===== src/rtl/opr_pkg.sv =====
package opr_pkg;
  parameter int unsigned DW    = 16;
  parameter int unsigned NREG  = 8;
  parameter int unsigned CW    = 6;
  parameter int unsigned CYC_W = 2;
  localparam int unsigned RSW  = $clog2(NREG);
  localparam int unsigned KW   = 3;

  typedef enum logic [KW-1:0] {
    DST_NONE = 3'd0,
    DST_REG  = 3'd1,
    DST_MEM  = 3'd2,
    DST_SP   = 3'd3,
    DST_PC   = 3'd4,
    DST_O    = 3'd5
  } dst_e;

  typedef enum logic [3:0] {
    M_REG, M_IND, M_IDX, M_POP, M_PEEK, M_PUSH,
    M_SP, M_PC, M_O, M_ABS, M_NWLIT, M_SLIT
  } mode_e;

  typedef struct packed {
    mode_e          mode;
    logic [RSW-1:0] sel;
    logic           need_nw;
    logic           need_mem;
  } dec_t;

  function automatic dst_e dst_of(mode_e m);
    case (m)
      M_REG:                                    return DST_REG;
      M_IND, M_IDX, M_POP, M_PEEK, M_PUSH, M_ABS: return DST_MEM;
      M_SP:                                     return DST_SP;
      M_PC:                                     return DST_PC;
      M_O:                                      return DST_O;
      default:                                  return DST_NONE;
    endcase
  endfunction
endpackage


===== src/rtl/opr_decode.sv =====
module opr_decode
  import opr_pkg::*;
(
  input  logic [CW-1:0] code_i,
  output dec_t          dec_o
);
  always_comb begin
    dec_o.sel  = code_i[RSW-1:0];
    dec_o.mode = M_SLIT;
    case (code_i[CW-1:RSW])
      3'd0: dec_o.mode = M_REG;
      3'd1: dec_o.mode = M_IND;
      3'd2: dec_o.mode = M_IDX;
      3'd3: begin
        case (code_i[RSW-1:0])
          3'd0:    dec_o.mode = M_POP;
          3'd1:    dec_o.mode = M_PEEK;
          3'd2:    dec_o.mode = M_PUSH;
          3'd3:    dec_o.mode = M_SP;
          3'd4:    dec_o.mode = M_PC;
          3'd5:    dec_o.mode = M_O;
          3'd6:    dec_o.mode = M_ABS;
          default: dec_o.mode = M_NWLIT;
        endcase
      end
      default: dec_o.mode = M_SLIT;
    endcase
    dec_o.need_nw  = dec_o.mode inside {M_IDX, M_ABS, M_NWLIT};
    dec_o.need_mem = dec_o.mode inside {M_IND, M_IDX, M_POP, M_PEEK, M_PUSH, M_ABS};
  end
endmodule


===== src/rtl/opr_stack.sv =====
module opr_stack
  import opr_pkg::*;
(
  input  mode_e         mode_i,
  input  logic [DW-1:0] sp_i,
  output logic [DW-1:0] sp_o,
  output logic [DW-1:0] addr_o
);
  // descending stack: push pre-decrements, pop post-increments
  always_comb begin
    sp_o   = sp_i;
    addr_o = sp_i;
    case (mode_i)
      M_POP:  sp_o = sp_i + DW'(1);
      M_PUSH: begin
        sp_o   = sp_i - DW'(1);
        addr_o = sp_i - DW'(1);
      end
      default: ;
    endcase
  end
endmodule


===== src/rtl/opr_addr.sv =====
module opr_addr
  import opr_pkg::*;
(
  input  mode_e         mode_i,
  input  logic [DW-1:0] reg_i,
  input  logic [DW-1:0] nw_i,
  input  logic [DW-1:0] stk_i,
  output logic [DW-1:0] addr_o
);
  always_comb begin
    case (mode_i)
      M_IND:                addr_o = reg_i;
      M_IDX:                addr_o = nw_i + reg_i;
      M_ABS:                addr_o = nw_i;
      M_POP, M_PEEK, M_PUSH: addr_o = stk_i;
      default:              addr_o = '0;
    endcase
  end
endmodule


===== src/rtl/opr_resolver.sv =====
module opr_resolver
  import opr_pkg::*;
(
  input  logic                clk_i,
  input  logic                rst_ni,
  input  logic                start_i,
  input  logic [CW-1:0]       code_i,
  input  logic [NREG*DW-1:0]  regs_i,
  input  logic [DW-1:0]       sp_i,
  input  logic [DW-1:0]       pc_i,
  input  logic [DW-1:0]       o_i,
  output logic                mem_req_o,
  output logic [DW-1:0]       mem_addr_o,
  input  logic [DW-1:0]       mem_rdata_i,
  output logic                done_o,
  output logic [DW-1:0]       value_o,
  output logic [KW-1:0]       dst_kind_o,
  output logic [RSW-1:0]      dst_sel_o,
  output logic [DW-1:0]       dst_addr_o,
  output logic [DW-1:0]       sp_o,
  output logic [DW-1:0]       pc_o,
  output logic [CYC_W-1:0]    cycles_o
);
  typedef enum logic [2:0] {S_IDLE, S_NW, S_NW_RD, S_MEM, S_MEM_RD, S_DONE} st_e;

  st_e           st_q;
  dec_t          dec, dec_q;
  logic [DW-1:0] reg_arr [NREG];
  logic [DW-1:0] regv_q, sp_q, pc_q, val_q, addr_q;
  logic [DW-1:0] sp_new, stk_addr, addr_calc, reg_src;
  mode_e         mode_src;
  logic          take;

  for (genvar g = 0; g < NREG; g++) begin : g_unpack
    assign reg_arr[g] = regs_i[g*DW +: DW];
  end

  opr_decode u_dec (
    .code_i (code_i),
    .dec_o  (dec)
  );

  opr_stack u_stk (
    .mode_i (dec.mode),
    .sp_i   (sp_i),
    .sp_o   (sp_new),
    .addr_o (stk_addr)
  );

  // idle: live decode; after next-word fetch: latched mode and register
  assign mode_src = (st_q == S_IDLE) ? dec.mode : dec_q.mode;
  assign reg_src  = (st_q == S_IDLE) ? reg_arr[dec.sel] : regv_q;

  opr_addr u_addr (
    .mode_i (mode_src),
    .reg_i  (reg_src),
    .nw_i   (mem_rdata_i),
    .stk_i  (stk_addr),
    .addr_o (addr_calc)
  );

  assign take = (st_q == S_IDLE) && start_i;

  always_ff @(posedge clk_i or negedge rst_ni) begin
    if (!rst_ni) begin
      st_q   <= S_IDLE;
      dec_q  <= '0;
      regv_q <= '0;
      sp_q   <= '0;
      pc_q   <= '0;
      val_q  <= '0;
      addr_q <= '0;
    end else begin
      case (st_q)
        S_IDLE: if (take) begin
          dec_q  <= dec;
          regv_q <= reg_arr[dec.sel];
          sp_q   <= sp_new;
          pc_q   <= pc_i;
          addr_q <= addr_calc;
          case (dec.mode)
            M_REG:   val_q <= reg_arr[dec.sel];
            M_SP:    val_q <= sp_i;
            M_PC:    val_q <= pc_i;
            M_O:     val_q <= o_i;
            M_SLIT:  val_q <= {{(DW-5){1'b0}}, code_i[4:0]};
            default: val_q <= '0;
          endcase
          if (dec.need_nw)       st_q <= S_NW;
          else if (dec.need_mem) st_q <= S_MEM;
          else                   st_q <= S_DONE;
        end
        S_NW: begin
          pc_q <= pc_q + DW'(1);
          st_q <= S_NW_RD;
        end
        S_NW_RD: begin
          addr_q <= addr_calc;
          if (dec_q.need_mem) st_q <= S_MEM;
          else begin
            val_q <= mem_rdata_i;
            st_q  <= S_DONE;
          end
        end
        S_MEM:    st_q <= S_MEM_RD;
        S_MEM_RD: begin
          val_q <= mem_rdata_i;
          st_q  <= S_DONE;
        end
        default:  st_q <= S_IDLE;
      endcase
    end
  end

  assign mem_req_o  = (st_q == S_NW) || (st_q == S_MEM);
  assign mem_addr_o = (st_q == S_NW) ? pc_q : addr_q;
  assign done_o     = (st_q == S_DONE);
  assign value_o    = val_q;
  assign dst_kind_o = dst_of(dec_q.mode);
  assign dst_sel_o  = dec_q.sel;
  assign dst_addr_o = addr_q;
  assign sp_o       = sp_q;
  assign pc_o       = pc_q;
  assign cycles_o   = CYC_W'(dec_q.need_nw);
endmodule


===== config.mk =====
export PLATFORM = sky130hd
export DESIGN_NAME = opr_resolver
export DESIGN_NICKNAME = d
export VERILOG_FILES = /design/src/rtl/opr_pkg.sv /design/src/rtl/opr_decode.sv /design/src/rtl/opr_stack.sv /design/src/rtl/opr_addr.sv /design/src/rtl/opr_resolver.sv
export SDC_FILE = /design/constraint.sdc
export NUM_CORES = 1
export LEC_CHECK = 0
export BUFFER_PORTS_ARGS = -buffer_cell sky130_fd_sc_hd__buf_4
export CAP_MARGIN = 0
export CORE_MARGIN = 2
export CORE_UTILIZATION = 50
export DETAILED_ROUTE_END_ITERATION = 8
export GPL_ROUTABILITY_DRIVEN = 0
export PLACE_DENSITY_LB_ADDON = 0.3
export REMOVE_ABC_BUFFERS = 1
export SYNTH_ARGS = -nofsm -noshare
export SYNTH_HDL_FRONTEND = slang
export SYNTH_SLANG_ARGS = --single-unit

===== constraint.sdc =====
create_clock -name clk_i -period 4.25 [get_ports clk_i]
set_clock_uncertainty 0.2 [all_clocks]
set_input_delay 0.85 -clock clk_i [delete_from_list [all_inputs] [get_ports clk_i]]
set_output_delay 0.85 -clock clk_i [all_outputs]
set_load 0.01 [all_outputs]

==> metrics, run 1 <==
fin crit share approximately 93%; post-synthesis sequential area ratio between 20 and 30%; Synth Area per Inst between 8 and 9 µm²; drt pass-1 iters 9; Final Util 68.6%; WL/cell about 21 µm; Pleak approximately 4.8 nW; Clk Tree Root Cell clkbuf_16; CP max stage delay just under 0.5 ns; die area roughly 0.017 mm²; Seq cells post-synth between 90 and 100; clk buf depth 2; Num CTS Buffers 9; htree depth 3; clk sinks between 90 and 100; mapped cell area slightly below 0.008 mm²; max-slew violation count 0; fillers around 1,300; PwrDens 619 mW/mm²; pre-CTS setup slack -0.0863 ns; Final ANT Viol Nets 0; layout cells sized above 1 33.5%; Area Growth Syn to Fin 33.5%; multi-input combinational cell area roughly 0.0051 mm²; vias in the first global route around 8,200; crit path max fanout 12; post_cts resized 0; ys async rst share 100%; nets@finish about 1,400; f_max roughly 250 MHz; first-pass GRT wire length 43,900 µm; count leader, synth nand2_1; Register Area approximately 0.0023 mm²; pin count of the biggest net entering global routing 81; Reg2Reg Depth 13; setup bufs post-CTS 0; Final Hold Viols 0; crit path launch type primary input; post-synthesis compound-gate area fraction about a quarter; GRT Residual Overflow 0; Worst Tran Pin Value approximately 1.2 ns; worst hold path type register to register; Fin Hold WS 0.277 ns; TNS Setup 0 ns; Die Ht 129 µm; distinct cell type count after synthesis 74; CP Buf/Inv Count 2; CTS Hold Buffers Added 0; Top Ports 291; Critical Path Sink Type register; RSZ-0062 raised after global routing false; DR vias roughly 8,600; final setup margin about 0.3 ns; total power roughly 0.0065 W; CP Cell Sequence buf_4, buf_4, mux4_2, mux2i_1, o21ai_0, ha_1, o21a_1, o31ai_2, a21oi_1, a2111oi_1, o21bai_1, xnor2_1, o311ai_0; worst hold stages 2; dpl hpwl about 22,000 µm; core region area between 0.015 and 0.02 mm²; Final Routed Wirelength between 20,000 and 30,000 µm; Worst-Skew Late Latency around 0.35 ns; Die W 129 µm; Residual DRC 0; ANT cells 0; number of synthesized flops with an enable pin 0; crit path DAT roughly 4 ns; Peak supply drop 0.318 mV; Yosys warning count 0; relative max-transition margin 21.2%; top-area cell type share of the netlist area between 20 and 30%; max cap viols 0; critical path depth in cells 13; Synth area leader dfrtp_1; clock-pin slew on the worst setup and hold paths roughly 0.070 ns; CTS tree built; initial core utilization 51.3%; critical path start-end classification primary input to register; post-layout minimum cycle time about 4 ns; Setup-failing EPs final 0; Post-Synth Adder-Cell Area 3.30%; DR iter-0 viols between 800 and 900; reg2reg setup slack about 0.51 ns; Slowest-stage cell, CP mux4_2; Area contributors post-synth dfrtp_1 (29%), mux4_2 (8.7%), nand2_1 (8.0%); largest family of logic cells by synthesized area compound AO/OA/AOI/OAI gates; CP delay by family, top compound AO/OA/AOI/OAI gates; vias per cell about 6.3; number of port buffers about 290; Synth Flop Type dfrtp_1; Rows 45; simple-gate portion of the synthesized area roughly 20%; Cells after Synth 922; status finished clean; top post-synthesis cells by count nand2_1 (166), o21ai_0 (116), dfrtp_1 (92); Synth Area in XOR/XNOR between 4 and 5%; Required @ worst endpoint about 4.3 ns; initial antenna violation count 0; gr usage total between 30 and 40%; Most common cell on crit path buf_4; mux contribution to synthesized area a little under an eighth
==> routing by layer <==
layer / part of all wire [%] / routed length (µm) / vias up / global-route usage [%]
li1: - / - / 3950 / -
met1: 37 / 10700 / 3944 / 43.6
met2: 47 / 13400 / 606 / 55.6
met3: 11 / 3140 / 88 / 6.44
met4: 4.6 / 1320 / 0 / 17.0
met5: 0 / 0 / - / 0
==> through the flow <==
step | std cells | cell area (µm²)
after floorplan | 842 | 7400
after global placement | 1361 | 10200
after detailed placement | 1361 | 10200
after CTS | 1374 | 10400
after global routing | 1374 | 10400
final | 1374 | 10400
==> registers in the layout (all words and copies together), names as in the netlist <==
register    flops
dst_sel_o       3
st_q            3
pc_o           16
value_o        16
dst_addr_o     16
cycles_o        1
dec_q           5
regv_q         16
sp_o           16
==> cell families after synthesis <==
group | Yosys count
XOR/XNOR | 44
adder cells (fa/ha/maj) | 20
flip-flops | 92
AO/OA/AOI/OAI | 299
multiplexers | 51
AND/OR/NAND/NOR | 321
other | 1
buffers and inverters | 94
==> cell usage in the layout (no fill, tap or decap), types with 4 or more instances in the layout <==
cell       instances
nand2_1          165
or3_1              4
o21bai_1           4
xor2_1            17
nor3_1            15
o22ai_1            6
a41oi_1            4
nand2b_1           8
nor2_1            57
mux2i_1           20
a211oi_1           9
and2_1             5
a21oi_1           46
ha_1              19
a22o_1             9
o21ai_0          116
and3_1            12
buf_4            329
nand3_1           14
xnor2_1           27
nor2b_1            9
a221o_1            8
a222oi_1          20
mux4_2            30
dfrtp_1           92
a22oi_1           13
a21o_1             5
o21ai_1            5
inv_1             14
a221oi_1          12
o31ai_1            4
a31oi_1            5
o211ai_1           4
clkbuf_16          9
==> worst register-to-register path, delay by kind of cell (launching register included) <==
| family | cells | cell delay (ns) |
|---|---|---|
| buffers and inverters | 2 | 0.23 |
| DFF | 1 | 0.53 |
| adders and majority gates | 2 | 0.62 |
| and+or+nand+nor | 2 | 0.85 |
| xor gates and xnor gates | 1 | 0.13 |
| AOI/OAI and AO/OA | 6 | 1.08 |
==> cell type report <==
cell class	instances	area share, %
repair buffers	331	24.1
well taps	188	2.26
multi-input cells	736	48.6
inverters	14	0.504
clock inverters	2	0.132
clock buffers	11	2.33
flip-flops and latches	92	22.1
==> final timing paths <==
| check | startpoint | end |
|---|---|---|
| min | dst_sel_o[1]$_DFFE_PN0P_ | dst_sel_o[1]$_DFFE_PN0P_ |
| min reg2reg | dst_sel_o[1]$_DFFE_PN0P_ | dst_sel_o[1]$_DFFE_PN0P_ |
| max | code_i[0] | dst_addr_o[14]$_DFFE_PN0P_ |
| max in group asynchronous | rst_ni | sp_o[12]$_DFFE_PN0P_ |
| max reg2reg | st_q[1]$_DFFE_PN0P_ | dst_addr_o[12]$_DFFE_PN0P_ |
| min in group asynchronous | rst_ni | pc_o[4]$_DFFE_PN0P_ |
==> power by group <==
| group | total, W | switching (W) | internal [W] |
|---|---|---|---|
| combinational | 0.00405 | 0.00225 | 0.00180 |
| clock | 0.000751 | 0.000347 | 0.000403 |
| sequential | 0.00165 | 0.000376 | 0.00127 |
| total | 0.00645 | 0.00297 | 0.00348 |
Power figures use the tool's default switching activity.
==> run 2, diff against run 1 <==
--- a/config.mk
+++ b/config.mk
@@ -5,10 +5,10 @@
 export SDC_FILE = /design/constraint.sdc
 export NUM_CORES = 1
 export LEC_CHECK = 0
-export BUFFER_PORTS_ARGS = -buffer_cell sky130_fd_sc_hd__buf_4
+export BUFFER_PORTS_ARGS = -buffer_cell sky130_fd_sc_hd__buf_2
 export CAP_MARGIN = 0
 export CORE_MARGIN = 2
-export CORE_UTILIZATION = 50
+export CORE_UTILIZATION = 51
 export DETAILED_ROUTE_END_ITERATION = 8
 export GPL_ROUTABILITY_DRIVEN = 0
 export PLACE_DENSITY_LB_ADDON = 0.3
==> metrics, run 2 (synthesis gave the netlist of run 1 again) <==
Peak supply drop ~0.36 mV; dpl hpwl roughly 22,000 µm; Num CTS Buffers 9; worst hold path type primary input to asynchronous set/reset pin; Clk Tree Root Cell clkbuf_16; RSZ-0062 raised after global routing false; max cap viols 0; crit path DAT slightly above 4 ns; Die W about 130 µm; Area Growth Syn to Fin 28.4%; GRT busiest layer met2; CP Buf/Inv Count 4; status finished clean; die area around 0.016 mm²; setup bufs post-CTS 0; crit path max fanout 20; core region area approximately 0.015 mm²; GR Util met1 45.0%; Slowest-stage cell, CP mux4_2; nets@finish 1,430; gr usage total a little over a third; pin count of the biggest net entering global routing 40; Final Hold Viols 0; max-slew violation count 0; Final ANT Viol Nets 0; CP max stage delay approximately 0.51 ns; fin crit share 94.7%; f_max 249 MHz; Required @ worst endpoint between 4 and 5 ns; post-layout minimum cycle time 4.02 ns; most common cell after layout, fill and taps aside buf_2; Final Routed Wirelength roughly 28,000 µm; fillers between 1,000 and 1,500; Rows 45; TNS Setup 0 ns; relative max-transition margin ~16%; final setup margin ~0.23 ns; vias per cell slightly above 6; routing usage on met2 around 56%; Residual DRC 0; Worst-Skew Late Latency approximately 0.36 ns; Die Ht approximately 130 µm; clk sinks ~90; CP Cell Sequence clkbuf_4, buf_12, mux4_2, mux2i_1, buf_4, o21ai_0, ha_1, buf_4, and3_1, and3_1, a21oi_1, nand3b_1, o31ai_1, xor2_1, o311ai_0; PwrDens 654 mW/mm²; clock-pin slew on the worst setup and hold paths around 0.070 ns; crit path launch type primary input; Pleak ~4.7 nW; drt pass-1 iters 9; Top Ports roughly 290; layout cells sized above 1 between 30% and 40%; CP delay by family, top compound AO/OA/AOI/OAI gates; pre-CTS setup slack -0.232 ns; first-pass GRT wire length 43,900 µm; htree depth 3; Critical Path Sink Type register; WL/cell 20.0 µm; DR iter-0 viols between 800 and 900; CTS Hold Buffers Added 0; critical path start-end classification primary input to register; GRT Residual Overflow 0; clk buf depth 2; Worst Tran Pin Value roughly 1.3 ns; Setup-failing EPs final 0; met3 Resource Use GR 7.22%; initial antenna violation count 5; vias in the first global route just over 8,000; number of port buffers a little under 300; initial core utilization about half; DR vias about 8,700; commonest cells after routing, fill and taps aside buf_2 (287), nand2_1 (165), o21ai_0 (116), dfrtp_1 (92), buf_4 (64); CTS tree built
[run 2: cell count changes in the layout (fill, tap and decap cells not counted)]
cell	delta
bufinv_16	+3
clkbuf_4	+1
buf_2	+287
clkbuf_1	-1
diode_2	+3
a2111oi_1	-1
buf_4	-265
buf_12	+2
a2111oi_2	+1
clkinvlp_4	+1
[run 2: repair_timing]
item / in CTS / in global routing
gates resized for setup: 0 / 5
hold endpoints to repair: 0 / 0
endpoints found under the setup margin: 0 / 5
[run 2: cell type report]
type                            count  area [µm²]  share of cell area [%]
Sequential cell                    92        2300                    23.0
Inverter                           14        52.6                   0.524
Antenna cell                        3        7.51                  0.0749
Multi-Input combinational cell    736        5070                    50.6
Timing Repair Buffer              356        2000                    20.0
Clock buffer                       10         239                    2.38
Tap cell                          188         235                    2.35
Clock inverter                      6         111                    1.11
[run 2: power breakdown]
group          internal [W]  switching [W]
Clock              0.000591       0.000372
Sequential          0.00127       0.000342
Combinational       0.00169        0.00230
Total               0.00355        0.00301
[run 2: worst reg2reg max path, delay by kind of cell (launching register included)]
kind / cells / cell delay [ns]
AO/OA/AOI/OAI: 6 / 1.22
AND/OR/NAND/NOR: 2 / 0.82
adder cells (fa/ha/maj): 2 / 0.67
flip-flops: 1 / 0.53
buffers and inverters: 2 / 0.25
XOR/XNOR: 1 / 0.14
[run 2: worst paths after layout]
check / start / endpoint / slack (ns) / cells after the start
min in group clk_i: dst_sel_o[1]$_DFFE_PN0P_ / dst_sel_o[1]$_DFFE_PN0P_ / 0.27 / 2
max in group asynchronous: rst_ni / sp_o[15]$_DFFE_PN0P_ / 2.83 / 2
hold reg to reg: dst_sel_o[1]$_DFFE_PN0P_ / dst_sel_o[1]$_DFFE_PN0P_ / 0.27 / 2
setup reg to reg: st_q[2]$_DFFE_PN0P_ / dst_addr_o[8]$_DFFE_PN0P_ / 0.35 / 13
hold / removal: rst_ni / pc_o[2]$_DFFE_PN0P_ / 0.21 / 1
setup / recovery: code_i[0] / dst_addr_o[13]$_DFFE_PN0P_ / 0.23 / 15
[run 2: metal layers]
| layer | vias up | wire (µm) |
|---|---|---|
| met5 | - | 11 |
| met4 | 2 | 1090 |
| met3 | 77 | 3200 |
| met2 | 581 | 13200 |
| met1 | 4076 | 10600 |
| li1 | 3999 | - |
[run 2: stage by stage]
stage	util (%)	std cells	hold WS, ns	instance area [µm²]	power (W)
detailed placement	63.9	1386	0.266	9650	0.00550
CTS	66.3	1402	0.221	10000	0.00647
global placement	63.9	1386	0.256	9650	0.00541
finish	66.4	1405	0.206	10000	0.00656
global route	66.4	1404	0.238	10000	0.00706
floorplan	-	842	0.250	7400	0.00390
